==> src/rtl/cdq_pkg.sv <==
// Package: shared types for the circular descriptor queue tracker.
// Assumes nothing beyond IEEE 1800-2017 packed types.
package cdq_pkg;
    localparam int unsigned CDQ_PTR_W  = 11;
    localparam int unsigned CDQ_CODE_W = 4;

    typedef struct packed {
        logic empty;
        logic full;
        logic ovf;
    } cdq_stat_t;

    typedef enum logic [1:0] {
        MV_IDLE = 2'b00,
        MV_DEQ  = 2'b01,
        MV_ENQ  = 2'b10,
        MV_BOTH = 2'b11
    } cdq_move_e;
endpackage

==> src/rtl/cdq_size_cfg.sv <==
// Module: holds the ring size code and derives the position wrap mask.
// Assumes: the code is writable only while the controller is disabled;
// codes above PTR_W-1 select the smallest ring of two entries.
module cdq_size_cfg #(
    parameter int unsigned PTR_W  = 11,
    parameter int unsigned CODE_W = 4
) (
    input  logic              clk,
    input  logic              rst_n,
    input  logic              ctl_en,
    input  logic              size_wr,
    input  logic [CODE_W-1:0] size_code,
    output logic [CODE_W-1:0] size_cfg,
    output logic [PTR_W-1:0]  wrap_mask
);
    localparam int MAX_CODE = int'(PTR_W) - 1;

    logic [CODE_W-1:0] code_q;
    int                eff;

    // Store a new size code only while the controller is disabled.
    always_ff @(posedge clk) begin
        if (!rst_n) begin
            code_q <= '0;
        end else if (!ctl_en && size_wr) begin
            code_q <= size_code;
        end
    end

    // Build the wrap mask: ones in bits 0..eff, reserved codes map to eff 0.
    always_comb begin
        eff = (int'(code_q) > MAX_CODE) ? 0 : int'(code_q);
        for (int i = 0; i < int'(PTR_W); i++) begin
            wrap_mask[i] = (i <= eff);
        end
    end

    assign size_cfg = code_q;
endmodule

==> src/rtl/cdq_ptr.sv <==
// Module: one ring position counter that wraps through a power-of-two mask.
// Assumes: the mask is contiguous ones from bit 0; a disabled controller
// holds the position at zero.
module cdq_ptr #(
    parameter int unsigned PTR_W = 11
) (
    input  logic             clk,
    input  logic             rst_n,
    input  logic             ctl_en,
    input  logic             adv,
    input  logic [PTR_W-1:0] wrap_mask,
    output logic [PTR_W-1:0] ptr,
    output logic [PTR_W-1:0] ptr_inc
);
    // Next position after one advance, wrapped to the ring length.
    always_comb begin
        ptr_inc = (ptr + PTR_W'(1)) & wrap_mask;
    end

    // Hold, clear or advance the position.
    always_ff @(posedge clk) begin
        if (!rst_n || !ctl_en) begin
            ptr <= '0;
        end else if (adv) begin
            ptr <= ptr_inc;
        end
    end
endmodule

==> src/rtl/cdq_status.sv <==
// Module: decides which strobes are accepted and keeps empty/full/overflow
// status plus the two sticky interrupt flags.
// Assumes: positions are registered elsewhere and presented with their
// wrapped successors; a ring has at least two entries.
module cdq_status
    import cdq_pkg::*;
#(
    parameter int unsigned PTR_W = 11
) (
    input  logic             clk,
    input  logic             rst_n,
    input  logic             ctl_en,
    input  logic             chain_mode,
    input  logic             enq,
    input  logic             deq,
    input  logic             full_ie,
    input  logic             ovf_ie,
    input  logic             clr_full_irq,
    input  logic             clr_ovf_irq,
    input  logic [PTR_W-1:0] wr_pos,
    input  logic [PTR_W-1:0] rd_pos,
    input  logic [PTR_W-1:0] wr_inc,
    input  logic [PTR_W-1:0] rd_inc,
    output logic             enq_go,
    output logic             deq_go,
    output cdq_stat_t        stat,
    output logic             full_irq,
    output logic             ovf_irq
);
    cdq_move_e move;
    logic      ovf_ev;
    cdq_stat_t stat_nx;

    // Accept strobes: no dequeue from empty, no enqueue into full outside chaining.
    always_comb begin
        deq_go = deq && !stat.empty;
        enq_go = enq && (!stat.full || deq_go || chain_mode);
        ovf_ev = enq && stat.full && !deq_go && chain_mode;
        move   = cdq_move_e'({enq_go, deq_go});
    end

    // Next status from the kind of move and the positions after it.
    always_comb begin
        stat_nx = stat;
        unique case (move)
            MV_ENQ: begin
                stat_nx.empty = 1'b0;
                stat_nx.full  = (wr_inc == rd_pos);
                if (ovf_ev) begin
                    stat_nx.ovf = 1'b1;
                end
            end
            MV_DEQ: begin
                stat_nx.full  = 1'b0;
                stat_nx.empty = (rd_inc == wr_pos);
            end
            default: ;
        endcase
    end

    // Status register, cleared on reset and while disabled.
    always_ff @(posedge clk) begin
        if (!rst_n || !ctl_en) begin
            stat <= '{empty: 1'b1, full: 1'b0, ovf: 1'b0};
        end else begin
            stat <= stat_nx;
        end
    end

    // Sticky interrupt flags, set condition wins over the clear strobe.
    always_ff @(posedge clk) begin
        if (!rst_n || !ctl_en) begin
            full_irq <= 1'b0;
            ovf_irq  <= 1'b0;
        end else begin
            full_irq <= (full_irq && !clr_full_irq) || (full_ie && stat.full);
            ovf_irq  <= (ovf_irq && !clr_ovf_irq) || (ovf_ie && ovf_ev);
        end
    end
endmodule

==> src/rtl/cdq_tracker.sv <==
// Module: top of the circular descriptor queue tracker. Wires the size
// register, two position counters and the status/interrupt logic.
// Assumes: enq/deq are single-cycle strobes, synchronous to clk.
module cdq_tracker
    import cdq_pkg::*;
#(
    parameter int unsigned PTR_W  = CDQ_PTR_W,
    parameter int unsigned CODE_W = CDQ_CODE_W
) (
    input  logic              clk,
    input  logic              rst_n,
    input  logic              ctl_en,
    input  logic              chain_mode,
    input  logic              size_wr,
    input  logic [CODE_W-1:0] size_code,
    input  logic              enq,
    input  logic              deq,
    input  logic              full_ie,
    input  logic              ovf_ie,
    input  logic              clr_full_irq,
    input  logic              clr_ovf_irq,
    output logic [CODE_W-1:0] size_cfg,
    output logic [PTR_W-1:0]  wr_pos,
    output logic [PTR_W-1:0]  rd_pos,
    output logic              q_empty,
    output logic              q_full,
    output logic              q_ovf,
    output logic              full_irq,
    output logic              ovf_irq
);
    localparam int NPTR = 2;

    logic [PTR_W-1:0] wrap_mask;
    logic             adv   [NPTR];
    logic [PTR_W-1:0] pos   [NPTR];
    logic [PTR_W-1:0] inc   [NPTR];
    logic             enq_go;
    logic             deq_go;
    cdq_stat_t        stat;

    cdq_size_cfg #(.PTR_W(PTR_W), .CODE_W(CODE_W)) u_size (
        .clk       (clk),
        .rst_n     (rst_n),
        .ctl_en    (ctl_en),
        .size_wr   (size_wr),
        .size_code (size_code),
        .size_cfg  (size_cfg),
        .wrap_mask (wrap_mask)
    );

    // Index 0 is the enqueue position, index 1 the dequeue position.
    assign adv[0] = enq_go;
    assign adv[1] = deq_go;

    for (genvar g = 0; g < NPTR; g++) begin : g_pos
        cdq_ptr #(.PTR_W(PTR_W)) u_ptr (
            .clk       (clk),
            .rst_n     (rst_n),
            .ctl_en    (ctl_en),
            .adv       (adv[g]),
            .wrap_mask (wrap_mask),
            .ptr       (pos[g]),
            .ptr_inc   (inc[g])
        );
    end

    cdq_status #(.PTR_W(PTR_W)) u_stat (
        .clk          (clk),
        .rst_n        (rst_n),
        .ctl_en       (ctl_en),
        .chain_mode   (chain_mode),
        .enq          (enq),
        .deq          (deq),
        .full_ie      (full_ie),
        .ovf_ie       (ovf_ie),
        .clr_full_irq (clr_full_irq),
        .clr_ovf_irq  (clr_ovf_irq),
        .wr_pos       (pos[0]),
        .rd_pos       (pos[1]),
        .wr_inc       (inc[0]),
        .rd_inc       (inc[1]),
        .enq_go       (enq_go),
        .deq_go       (deq_go),
        .stat         (stat),
        .full_irq     (full_irq),
        .ovf_irq      (ovf_irq)
    );

    assign wr_pos  = pos[0];
    assign rd_pos  = pos[1];
    assign q_empty = stat.empty;
    assign q_full  = stat.full;
    assign q_ovf   = stat.ovf;
endmodule

==> config.mk <==
export PLATFORM = sky130hd
export DESIGN_NAME = cdq_tracker
export DESIGN_NICKNAME = d
export VERILOG_FILES = /design/src/rtl/cdq_pkg.sv /design/src/rtl/cdq_size_cfg.sv /design/src/rtl/cdq_ptr.sv /design/src/rtl/cdq_status.sv /design/src/rtl/cdq_tracker.sv
export SDC_FILE = /design/constraint.sdc
export NUM_CORES = 1
export LEC_CHECK = 0
export BUFFER_PORTS_ARGS = -buffer_cell sky130_fd_sc_hd__buf_2
export CORE_ASPECT_RATIO = 1.25
export CORE_MARGIN = 8
export CORE_UTILIZATION = 55
export CTS_CLUSTER_DIAMETER = 30
export DETAILED_ROUTE_END_ITERATION = 10
export GPL_TIMING_DRIVEN = 0
export PLACE_DENSITY = 0.81
export SYNTH_ARGS = -nofsm -noshare
export SYNTH_HDL_FRONTEND = slang
export SYNTH_SLANG_ARGS = --single-unit
==> constraint.sdc <==
create_clock -name clk -period 3.2 [get_ports clk]
set_input_delay 0.8 -clock clk [delete_from_list [all_inputs] [get_ports clk]]
set_output_delay 0.8 -clock clk [all_outputs]
set_load 0.01 [all_outputs]
### Yosys cells after proc, flatten, opt, wreduce, memory -nomap -nowiden

Index checks and enable logic that the tools add are counted.

| word-level totals | value |
|---|---|
| flip-flop bits (word level) | 31 |
| input port bits | 15 |
| output and inout bits | 31 |
| logic and storage cells | 54 |

| cells by class | value |
|---|---|
| $add $sub $neg | 2 |
| magnitude comparators | 12 |
| eq/ne operators | 4 |
| mux-type cells | 2 |
| bitwise gates (word level) | 2 |
| reduce and logical (&&, ||, !) cells | 24 |

Operators with widths:

| cell | number |
|---|---|
| $le A4 B32 Y1 const A | 4 |
| $le A5 B32 Y1 const A | 3 |
| $le A3 B32 Y1 const A | 2 |
| $le A1 B32 Y1 const A | 1 |
| $le A2 B32 Y1 const A | 1 |
| $add A11 B1 Y11 const B | 2 |
| $and A11 B11 Y11 | 2 |
| $eq A11 B11 Y1 | 2 |
| $logic_and A1 B1 Y1 | 10 |
| $logic_not A1 Y1 | 7 |
| $logic_or A1 B1 Y1 | 5 |
| $gt A4 B4 Y1 const B | 1 |
| $mux W4 | 1 |
| $pmux W2 S2 | 1 |
| $eq A2 B1 Y1 const B | 1 |
| $eq A2 B2 Y1 const B | 1 |
| $reduce_and A2 Y1 | 1 |
| $reduce_bool A2 Y1 | 1 |

### Depth between registers and ports, before layout

Gate-level depths: netlist of run 1.

| depth | value |
|---|---|
| depth in word-level cells | 7 |
| depth in mapped cells | 12 |
| gate-level depth less buffers | 10 |

### Modules after synthesis

Synthesis of run 1 repeated with hierarchy kept, for this count alone.

| unflattened totals | value |
|---|---|
| cells, all modules | 305 |
| area total of the unflattened synthesis | 2,372.3 um^2 |

By module, submodules not included:

| module | times used | cells an instance | area an instance (um^2) | sequential area each (um^2) |
|---|---|---|---|---|
| cdq_ptr | 2 | 106 | 809.5 | 220.2 |
| cdq_status | 1 | 56 | 464.2 | 100.1 |
| cdq_size_cfg | 1 | 37 | 289.0 | 80.1 |

### Worst setup path after synthesis of run 1

Ideal clock, no wire load.

| timing | value |
|---|---|
| path type | input -> register |
| start | input deq |
| end | register, netlist name u_stat.stat[2] |
| setup time | 0.084 ns |
| arrival time | 2.791 ns |
| required time | 3.116 ns |
| setup slack | 0.325 ns |
| cell stages on the path | 12 |
| path buffers | 2 |
| path through | nand2b_1 -> buf_2 -> nand2_1 -> o21ai_2 -> inv_1 -> buf_2 -> ha_1 -> nor2_1 -> nand3_1 -> a2111oi_0 -> nand4_1 -> o31ai_2 |

| on the way | value |
|---|---|
| cells in the longest elaborated chain, start to end | 6 |
| elaborated cells between the ends (all ways) | 8 |
| those cells by class | eq/ne: 2; mux: 1; reduce/logical: 5 |

RTL lines:

| what | RTL line | text |
|---|---|---|
| start, declared | cdq_tracker.sv:17 | `input logic deq,` |
| $logic_and A1 B1 Y1 * | cdq_status.sv:36 | `deq_go = deq && !stat.empty;` |
| $logic_or A1 B1 Y1 * (2 in series) | cdq_status.sv:37 | `enq_go = enq && (!stat.full \|\| deq_go \|\| chain_mode);` |
| $logic_and A1 B1 Y1 * | cdq_status.sv:37 |  |
| named net enq_go | cdq_tracker.sv:37 | `logic enq_go;` |
| $eq A2 B1 Y1 / $eq A2 B2 Y1 (equally long branches) | cdq_status.sv:45 | `unique case (move)` |
| $pmux W2 S2 / $reduce_bool A2 Y1 (equally long branches) | - |  |

Mark *: on every way through the listed nets, which the timed path passes. The rest lies on a longest branch.
A chain may end at the register's enable or synchronous reset.

### Worst setup path after layout of run 1

| timing | value |
|---|---|
| start | input deq |
| end | register, netlist name u_stat.stat[2] |

| on the way | value |
|---|---|
| cells in the longest elaborated chain, start to end | 6 |
| elaborated cells between the ends (all ways) | 8 |
| those cells by class | eq/ne: 2; mux: 1; reduce/logical: 5 |

RTL lines:

| what | RTL line |
|---|---|
| $logic_and A1 B1 Y1 * | cdq_status.sv:36 |
| $logic_or A1 B1 Y1 * (2 in series) | cdq_status.sv:37 |
| $logic_and A1 B1 Y1 * | cdq_status.sv:37 |
| named net enq_go | cdq_tracker.sv:37 |
| $eq A2 B1 Y1 / $eq A2 B2 Y1 (equally long branches) | cdq_status.sv:45 |
| $pmux W2 S2 / $reduce_bool A2 Y1 (equally long branches) | - |

Marked as above.

==> flow_summary_export.csv, run 1 <==
group,metric,value,unit
outcome,status,"finished, final reports clean",
critical_path,end_kind,"register",
critical_path,path_buf_inv,4,
global_route,grt_pass1_vias,2505,
pwr,power_frac_comb,12.4,%
critical_path,cp_common_cell,"buf_2",
global_route,grt_pass1_wl,11800,um
route,via_count,2524,
sta,min_period,3.04,ns
synth,syn_area,0.00242,mm^2
clocking,cts.sinks,31,
die,fp.dieW,75.4,um
synth,synth-seq-cells,31,
die,core.rowCount,27,
die,num_io_pins,46,
critical_path,critical_path_required,3.41,ns
place,placed_cells,409,
synth,synthFlopType,"dfxtp_1",
critical_path,path_class,"input pin to register",
finish,num_antenna_cells,0,
finish,post_route_cells_drive_above_1_share,25.0,%
synth,synth_edf_count,0,
synth,ys_top_cells_by_count,"37 x nor2_1, 31 x dfxtp_1, 25 x o21ai_0, 23 x a21oi_1, 23 x nand2_1",
clocking,cts_tree,"done",
critical_path,critical_path.max_stage_delay,0.36,ns
critical_path,crit_path_top_delay_cell,"ha_1",
route,initialDrtViolationCount,229,
critical_path,cp.arrival,3.25,ns
sta,rsz0062_at_grt,"false",
clocking,clock-root-buffer,"clkbuf_8",
sta,slew_headroom,57.3,%
sta,hold_viol,0,
die,coreArea,0.00432,mm^2
pwr,power.density,321,mW/mm^2
clocking,clk_latency,0.29,ns
synth,synthCells,306,
route,ant_nets,0,
sta,timing.final.crit_share,95.0,%
sta,fmax,329,MHz
finish,syn2layout_area_growth,18.1,%
route,drt_wl_total,7110,um
route,wl_per_cell,17.0,um
clocking,cts_made_buffers,5,
synth,seq_area_frac_synth,25.6,%
route,dr.pass1.iters,4,
clocking,h-tree-depth,2,
place,place_congestion,0.963,
pwr,switchingPower,0.234,mW
synth,syn_nets,325,
global_route,antenna_found_initial,0,
critical_path,critPathMaxFanout,10,
place,place_hpwl,5200,um
synth,synth.top_cell.area_share,25.6,%
pwr,switching_share,25.5,%
flow_run,maxCapViolCount,0,
critical_path,crit_family,"compound AO/OA/AOI/OAI gates",
route,drc,0,
synth,yosysMostFrequentCell,"nor2_1",
synth,netlist_top_cells_area,"dfxtp_1 26%, xnor2_1 6.9%, nor2_1 5.7%",
place,placement.io_buffers,45,
critical_path,crit_chain,"buf_2 -> nand2b_1 -> buf_2 -> nand2_1 -> o21ai_4 -> inv_2 -> clkbuf_4 -> ha_1 -> nor2_1 -> nand3_1 -> a2111oi_2 -> nand4_1 -> o31ai_2",
pwr,vdd.ir_drop.worst,283,uV
global_route,grt_overflow_total,0,
clocking,cts.reportedPaths.clkPinSlew,0.07,ns
pwr,power_leakage,1.08,nW
synth,synth_area_per_cell,7.92,um^2
sta,drv_slew,0,
sta,tns,0,ns
die,initial_utilization,56.0,%
pwr,p_seq_share,43.1,%
sta,fin_skew,0.00586,ns
die,dieArea,0.00680,mm^2
global_route,grtUsageTotal,22.0,%
finish,nets,378,
pwr,intPower,0.684,mW
synth,yosys.cell_types.count,65,
finish,fin_cells,418,
min_path,min_path_type,"register to register",
synth,yosysWarnings,0,
sta,tightest_slew,0.640,ns
global_route,grt_max_degree,11,
critical_path,startpoint_type,"input pin",
pwr,clkPwrFrac,44.4,%
route,viasPerCell,6.04,
synth,async_flop_share,0,%
sta,setup_viol,0,
die,die_h,90.2,um
synth,synth_top_area_cell,"dfxtp_1",
clocking,cts_max_path_buffers,2,
[cells by family after synthesis]
kind of cell               Yosys count  synth area share [%]
and+or+nand+nor                    122                  28.3
AOI/OAI and AO/OA                   83                  23.8
DFF                                 31                  25.6
buffers and inverters               29                  6.04
xor gates and xnor gates            26                  9.71
muxes                               10                  4.13
adders and majority gates            5                  2.48
[placed cells by master, fill, tap and decap left out, types with 8 or more instances in the layout]
master,instances
a21oi_1,23
buf_2,52
dfxtp_1,31
mux2i_1,10
nand2_1,23
nand4_1,8
nor2_1,37
nor2b_1,9
nor3_1,8
o21ai_0,25
xnor2_1,19
[path summary, 6_finish.rpt]
| path | cells past startpoint | to | slack (ns) | start |
|---|---|---|---|---|
| worst max-delay path | 13 | u_stat.stat[2] | 0.16 | deq |
| worst min-delay path | 2 | u_stat.full_irq | 0.47 | u_stat.full_irq |
| worst max register to register | 12 | u_stat.stat[2] | 0.38 | u_stat.stat[2] |
| worst min register to register | 2 | u_stat.full_irq | 0.47 | u_stat.full_irq |
[power groups by stage]
stage | sequential [mW] | combinational (mW) | clock (mW)
2_1_floorplan | 0.406 | 0.0711 | 0
3_3_place_gp | 0.405 | 0.106 | 0
3_5_place_dp | 0.405 | 0.109 | 0
4_1_cts | 0.396 | 0.112 | 0.413
5_1_grt | 0.396 | 0.124 | 0.427
6_report | 0.396 | 0.114 | 0.408
[metrics by stage]
step                      util [%]  area (um^2)  power, mW  hold slack [ns]  worst slack [ns]
final                         66.2         2860      0.918            0.470             0.161
after global routing          66.2         2860      0.948            0.508            0.0158
after CTS                     66.0         2850      0.921            0.474            0.0357
after detailed placement      62.9         2720      0.513            0.464            -0.582
after global placement        62.9         2720      0.511            0.444            -0.516
after floorplan                  -         2420      0.477            0.493             0.325
[routing by layer]
metal | track usage, % | up-vias | part of all wire (%)
met3 | 4.00 | 32 | 7.6
met1 | 26.3 | 1183 | 38
met5 | 0 | - | 0
li1 | - | 1215 | -
met2 | 34.7 | 94 | 49
met4 | 13.0 | 0 | 5.3
[sequential cells by signal (all words and copies together), names as in the netlist]
name	cells
g_pos.u_ptr.ptr	22
u_size.size_cfg	4
u_stat.stat	3
u_stat.full_irq	1
u_stat.ovf_irq	1
[timing repair]
item | in CTS | in global routing
endpoints found under the hold margin | 0 | 0
hold buffers | 0 | 0
gates resized for setup | 2 | 3
buffers inserted | 1 | 0
pin swaps | 1 | 0
endpoints found under the setup margin | 1 | 1
[area by class of cell]
class                           count  area (um^2)
Timing Repair Buffer               46          233
Clock inverter                      2         35.0
Sequential cell                    31          621
Inverter                            7         26.3
Clock buffer                        6         82.6
Buffer                             22          123
Tap cell                           58         72.6
Multi-Input combinational cell    246         1670
Fill cell                         428         1460
[worst register-to-register path, cell delays in order, from the launching register on]
cell	delay [ns]
dfxtp_1	0.34
nand2b_1	0.10
buf_2	0.21
nand2_1	0.14
o21ai_4	0.25
inv_2	0.12
clkbuf_4	0.23
ha_1	0.36
nor2_1	0.16
nand3_1	0.11
a2111oi_2	0.36
nand4_1	0.17
o31ai_2	0.19
No activity file was read; power rests on OpenSTA's default activity.
==> run 2: changes to the inputs <==
--- a/config.mk
+++ b/config.mk
@@ -6,7 +6,7 @@
 export NUM_CORES = 1
 export LEC_CHECK = 0
 export BUFFER_PORTS_ARGS = -buffer_cell sky130_fd_sc_hd__buf_2
-export CORE_ASPECT_RATIO = 1.25
+export CORE_ASPECT_RATIO = 1.4
 export CORE_MARGIN = 8
 export CORE_UTILIZATION = 55
 export CTS_CLUSTER_DIAMETER = 30
==> run 2 against run 1 <==
Clock-buffer cell count unchanged. Critical path type unchanged. Sequential power about the same. Global-route usage is 0.59 points lower. Die area up 0.25%. Highest routed layer unchanged. Total power barely moved. Final area about the same.
==> flow_summary_export.csv, run 2 (same netlist as run 1, synthesis figures left out) <==
group,metric,value,unit
outcome,status,"finished, final reports clean",
pwr,intPower,0.684,mW
route,ant_nets,0,
pwr,p_seq_share,43.2,%
die,fp.dieW,72.1,um
sta,fin_skew,0.00272,ns
critical_path,path_buf_inv,4,
route,dr.pass1.iters,5,
clocking,clk_latency,0.29,ns
global_route,grt_pass1_wl,11500,um
pwr,switchingPower,0.234,mW
clocking,h-tree-depth,2,
critical_path,startpoint_type,"input pin",
die,coreArea,0.00424,mm^2
place,place_area,0.00272,mm^2
place,placement.io_buffers,45,
die,core.rowCount,28,
critical_path,reg2reg_slack,0.34,ns
finish,fin_area,0.00286,mm^2
sta,whs,0.479,ns
die,die_h,94.5,um
finish,top_register,"g_pos.u_ptr.ptr",
global_route,antenna_found_initial,0,
finish,syn2layout_area_growth,18.0,%
die,num_io_pins,46,
finish,post_route_cells_drive_above_1_share,24.7,%
finish,multi_input_area,0.00166,mm^2
sta,hold_viol,0,
die,dieArea,0.00681,mm^2
finish,largest_reg_flops,22,
finish,regArea,621,um^2
clocking,clock-root-buffer,"clkbuf_8",
min_path,min_path_type,"register to register",
sta,setup_viol,0,
route,wl_per_cell,17.4,um
finish,num-fill-cells,376,
finish,finish.utilization,67.4,%
critical_path,cp.arrival,3.29,ns
clocking,cts.sinks,31,
route,drc,0,
route,viasPerCell,5.93,
sta,drv_slew,0,
pwr,clkPwrFrac,44.4,%
pwr,switching_share,25.5,%
critical_path,crit_family,"compound AO/OA/AOI/OAI gates",
pwr,power.density,321,mW/mm^2
sta,timing.final.crit_share,96.4,%
place,place_congestion,0.917,
critical_path,critPathMaxFanout,10,
route,drt_wl_total,7310,um
sta,rsz0062_at_grt,"false",
sta,fmax,324,MHz
critical_path,crit_chain,"buf_2 -> nand2b_1 -> clkbuf_4 -> nand2_1 -> o21ai_4 -> inv_2 -> buf_2 -> ha_1 -> nor2_1 -> nand3_1 -> a2111oi_1 -> nand4_1 -> o31ai_2",
finish,final_common_cell,"buf_2",
die,initial_utilization,57.1,%
flow_run,maxCapViolCount,0,
sta,min_period,3.08,ns
global_route,grt_overflow_total,0,
finish,num_antenna_cells,0,
pwr,power_leakage,1.08,nW
clocking,cts_max_path_buffers,2,
pwr,power,0.918,mW
critical_path,cp_common_cell,"buf_2",
global_route,grtUsageTotal,21.4,%
global_route,grt_max_degree,11,
critical_path,path_class,"input pin to register",
finish,nets,378,
pwr,vdd.ir_drop.worst,226,uV
critical_path,end_kind,"register",
clocking,cts.reportedPaths.clkPinSlew,0.07,ns
finish,final_cell_mix,"52 x buf_2, 37 x nor2_1, 31 x dfxtp_1",
clocking,hold_buffers,0,
clocking,cts_tree,"done",
global_route,grt_pass1_vias,2347,
route,via_count,2490,
critical_path,critical_path_required,3.41,ns
sta,slew_headroom,59.2,%
route,initialDrtViolationCount,157,
clocking,cts_made_buffers,5,
critical_path,critical_path.max_stage_delay,0.40,ns
sta,tightest_slew,0.612,ns
critical_path,crit_path_top_delay_cell,"a2111oi_1",
pwr,power_frac_comb,12.4,%
place,place_hpwl,5430,um
run 2: final timing paths:
check               endpoint            start  cells after the start
max reg2reg   u_stat.stat[2]   u_stat.stat[2]                     12
min reg2reg  u_stat.full_irq  u_stat.full_irq                      2
max           u_stat.stat[2]              deq                     13
min          u_stat.full_irq  u_stat.full_irq                      2
run 2: metal layers:
metal / up-vias / track usage, % / routed length, um
met2: 91 / 37.2 / 3790
met3: 25 / 4.45 / 352
met4: 0 / 10.8 / 261
li1: 1214 / - / -
met5: - / 0 / 0
met1: 1160 / 23.9 / 2910
run 2: cell type report:
type | instances | share of cell area, %
Clock inverter | 2 | 1.23
Clock buffer | 6 | 2.89
Inverter | 7 | 0.919
Multi-Input combinational cell | 246 | 58.2
Timing Repair Buffer | 46 | 8.14
Tap cell | 60 | 2.63
Sequential cell | 31 | 21.7
Buffer | 22 | 4.29
run 2: power groups by stage:
| stage | logic [mW] | clock network (mW) | registers, mW |
|---|---|---|---|
| 2_1_floorplan | 0.0711 | 0 | 0.406 |
| 6_report | 0.114 | 0.408 | 0.396 |
| 5_1_grt | 0.123 | 0.430 | 0.397 |
| 3_5_place_dp | 0.109 | 0 | 0.405 |
| 3_3_place_gp | 0.107 | 0 | 0.404 |
| 4_1_cts | 0.112 | 0.411 | 0.396 |
run 2: tightest hold or removal path, cell delays in order, from the launching register on:
cell and delay, ns:
dfxtp_1 0.31, nand2b_1 0.06, a21oi_1 0.06
run 2: stage by stage:
step,worst slack [ns],instances,setup TNS (ns)
2_1_floorplan,0.325,306,0
6_report,0.115,420,0
4_1_cts,0.0519,420,0
3_3_place_gp,-0.492,411,-0.649
3_5_place_dp,-0.462,411,-0.610
5_1_grt,0.0124,420,0
run 2: timing repair:
action                     CTS  global route
pin swaps                    1             0
setup endpoints to repair    1             1
setup buffers                1             0
resized for setup            1             3
==> run 3: changes to the inputs <==
--- a/config.mk
+++ b/config.mk
@@ -13,6 +13,7 @@
 export DETAILED_ROUTE_END_ITERATION = 10
 export GPL_TIMING_DRIVEN = 0
 export PLACE_DENSITY = 0.81
+export RECOVER_POWER = 100
 export SYNTH_ARGS = -nofsm -noshare
 export SYNTH_HDL_FRONTEND = slang
 export SYNTH_SLANG_ARGS = --single-unit
==> run 3 against run 2 <==
Clock power barely moved. Core utilization fell by 1.6 points. Flip-flop and latch count did not move. Critical endpoint unchanged. First-iteration DRC count rose by 0.64%. Largest cell class unchanged. Maximum frequency rose by 0.35%.
==> flow_summary_export.csv, run 3 (same netlist as run 1, synthesis figures left out) <==
group,metric,value,unit
outcome,status,"finished, final reports clean",
pwr,power.density,327,mW/mm^2
global_route,grt_pass1_wl,11500,um
sta,setup_viol,0,
sta,slew_headroom,49.8,%
route,drt_wl_total,7340,um
sta,fin_ws,0.126,ns
critical_path,rr_worst_depth,12,
finish,top_register,"g_pos.u_ptr.ptr",
sta,fin_skew,0.00164,ns
critical_path,end_kind,"register",
die,dieArea,0.00681,mm^2
clocking,cts_tree,"done",
global_route,grt_overflow_total,0,
clocking,h-tree-depth,2,
die,die_h,94.5,um
clocking,clk_latency,0.29,ns
critical_path,timing.rr.start,"u_stat.stat[2]",
finish,nets,378,
clocking,cts.reportedPaths.clkPinSlew,0.07,ns
sta,min_period,3.07,ns
die,initial_utilization,57.1,%
sta,tightest_slew,0.746,ns
critical_path,cp.arrival,3.28,ns
finish,syn2layout_area_growth,15.2,%
finish,post_route_cells_drive_above_1_share,14.2,%
sta,hold_viol,0,
route,via_count,2533,
place,place_hpwl,5430,um
sta,timing.final.crit_share,96.1,%
clocking,cts_made_buffers,5,
route,dr.pass1.iters,5,
pwr,power_leakage,0.935,nW
critical_path,path_class,"input pin to register",
critical_path,startpoint_type,"input pin",
place,placed_cells,411,
critical_path,rr_endpoint,"u_stat.stat[2]",
sta,fmax,325,MHz
clocking,cts.sinks,31,
global_route,antenna_found_initial,0,
die,coreArea,0.00424,mm^2
critical_path,critPathLaunch,"deq",
finish,num_antenna_cells,0,
die,fp.dieW,72.1,um
route,drc,0,
critical_path,setup.worst_path.end,"u_stat.stat[2]",
place,pre_cts_slack,-0.462,ns
critical_path,critical_path_required,3.41,ns
finish,final_cell_mix,"40 x clkbuf_1, 37 x nor2_1, 31 x dfxtp_1",
die,num_io_pins,46,
place,place_congestion,0.917,
critical_path,reg2reg_slack,0.35,ns
die,core.rowCount,28,
place,placement.io_buffers,45,
clocking,clock-root-buffer,"clkbuf_8",
finish,final_common_cell,"clkbuf_1",
global_route,grt_max_degree,11,
min_path,min_path_type,"register to register",
sta,drv_slew,0,
critical_path,critPathMaxFanout,10,
route,initialDrtViolationCount,158,
global_route,grt_pass1_vias,2347,
clocking,hold_buffers,0,
clocking,cts_max_path_buffers,2,
sta,rsz0062_at_grt,"false",
route,wl_per_cell,17.5,um
route,ant_nets,0,
flow_run,maxCapViolCount,0,
global_route,grtUsageTotal,21.4,%
finish,fin_cells,420,
finish,largest_reg_flops,22,
sta,tns,0,ns
pwr,vdd.ir_drop.worst,225,uV
route,viasPerCell,6.03,
==> run 3: cell count changes in the layout (fill, tap and decap cells not counted), sizes merged <==
| cell | previous run | this run |
|---|---|---|
| clkbuf | 13 | 48 |
| buf | 61 | 26 |
==> run 3: power breakdown <==
part / switching [mW] / total [mW] / internal (mW)
Sequential: 0.00604 / 0.396 / 0.390
Combinational: 0.0720 / 0.112 / 0.0396
Clock: 0.153 / 0.405 / 0.252
Total: 0.231 / 0.913 / 0.682
==> run 3: worst min path at each step <==
stage                     cells after the start       startpoint  slack [ns]               to
after global routing                          2  u_stat.full_irq        0.50  u_stat.full_irq
final                                         2  u_stat.full_irq        0.48  u_stat.full_irq
after CTS                                     2  u_stat.full_irq        0.48  u_stat.full_irq
after global placement                        2   u_stat.stat[0]        0.45   u_stat.stat[0]
after detailed placement                      2  u_stat.full_irq        0.47  u_stat.full_irq
after floorplan                               2  u_stat.full_irq        0.49  u_stat.full_irq
==> run 3: stage by stage <==
stage / hold WS, ns / area [um^2] / total power [mW] / utilization (%)
2_1_floorplan: 0.493 / 2420 / 0.477 / -
3_3_place_gp: 0.449 / 2720 / 0.512 / 64.2
3_5_place_dp: 0.465 / 2720 / 0.514 / 64.2
4_1_cts: 0.476 / 2860 / 0.920 / 67.4
5_1_grt: 0.504 / 2790 / 0.947 / 65.9
6_report: 0.479 / 2790 / 0.913 / 65.9
==> run 3: cell type report <==
| type | count | area [um^2] |
|---|---|---|
| Buffer | 22 | 123 |
| Clock buffer | 6 | 82.6 |
| Clock inverter | 2 | 35.0 |
| Fill cell | 398 | 1450 |
| Inverter | 7 | 26.3 |
| Multi-Input combinational cell | 246 | 1640 |
| Sequential cell | 31 | 621 |
| Tap cell | 60 | 75.1 |
| Timing Repair Buffer | 46 | 188 |
==> run 3: worst max-delay path, cell delays in order <==
cell,delay (ns)
buf_2,0.10
nand2b_1,0.06
clkbuf_4,0.20
nand2_1,0.13
o21ai_4,0.25
inv_2,0.12
buf_2,0.23
ha_1,0.36
nor2_1,0.15
nand3_1,0.09
a2111oi_1,0.39
nand4_1,0.19
o31ai_2,0.20
==> run 3: per-layer routing <==
| layer | vias to the layer above | GRT usage, % | wire length [um] |
|---|---|---|---|
| li1 | 1210 | - | - |
| met1 | 1197 | 23.9 | 2900 |
| met5 | - | 0 | 0 |
| met3 | 24 | 4.45 | 390 |
| met4 | 0 | 10.8 | 267 |
| met2 | 102 | 37.2 | 3780 |
==> run 3: what timing repair did <==
| action | 4_1_cts | 5_1_grt |
|---|---|---|
| resized for setup | 1 | 3 |
| pin swaps | 1 | 0 |
| endpoints found under the setup margin | 1 | 1 |
| cloned | 0 | 0 |
| buffers inserted | 1 | 0 |
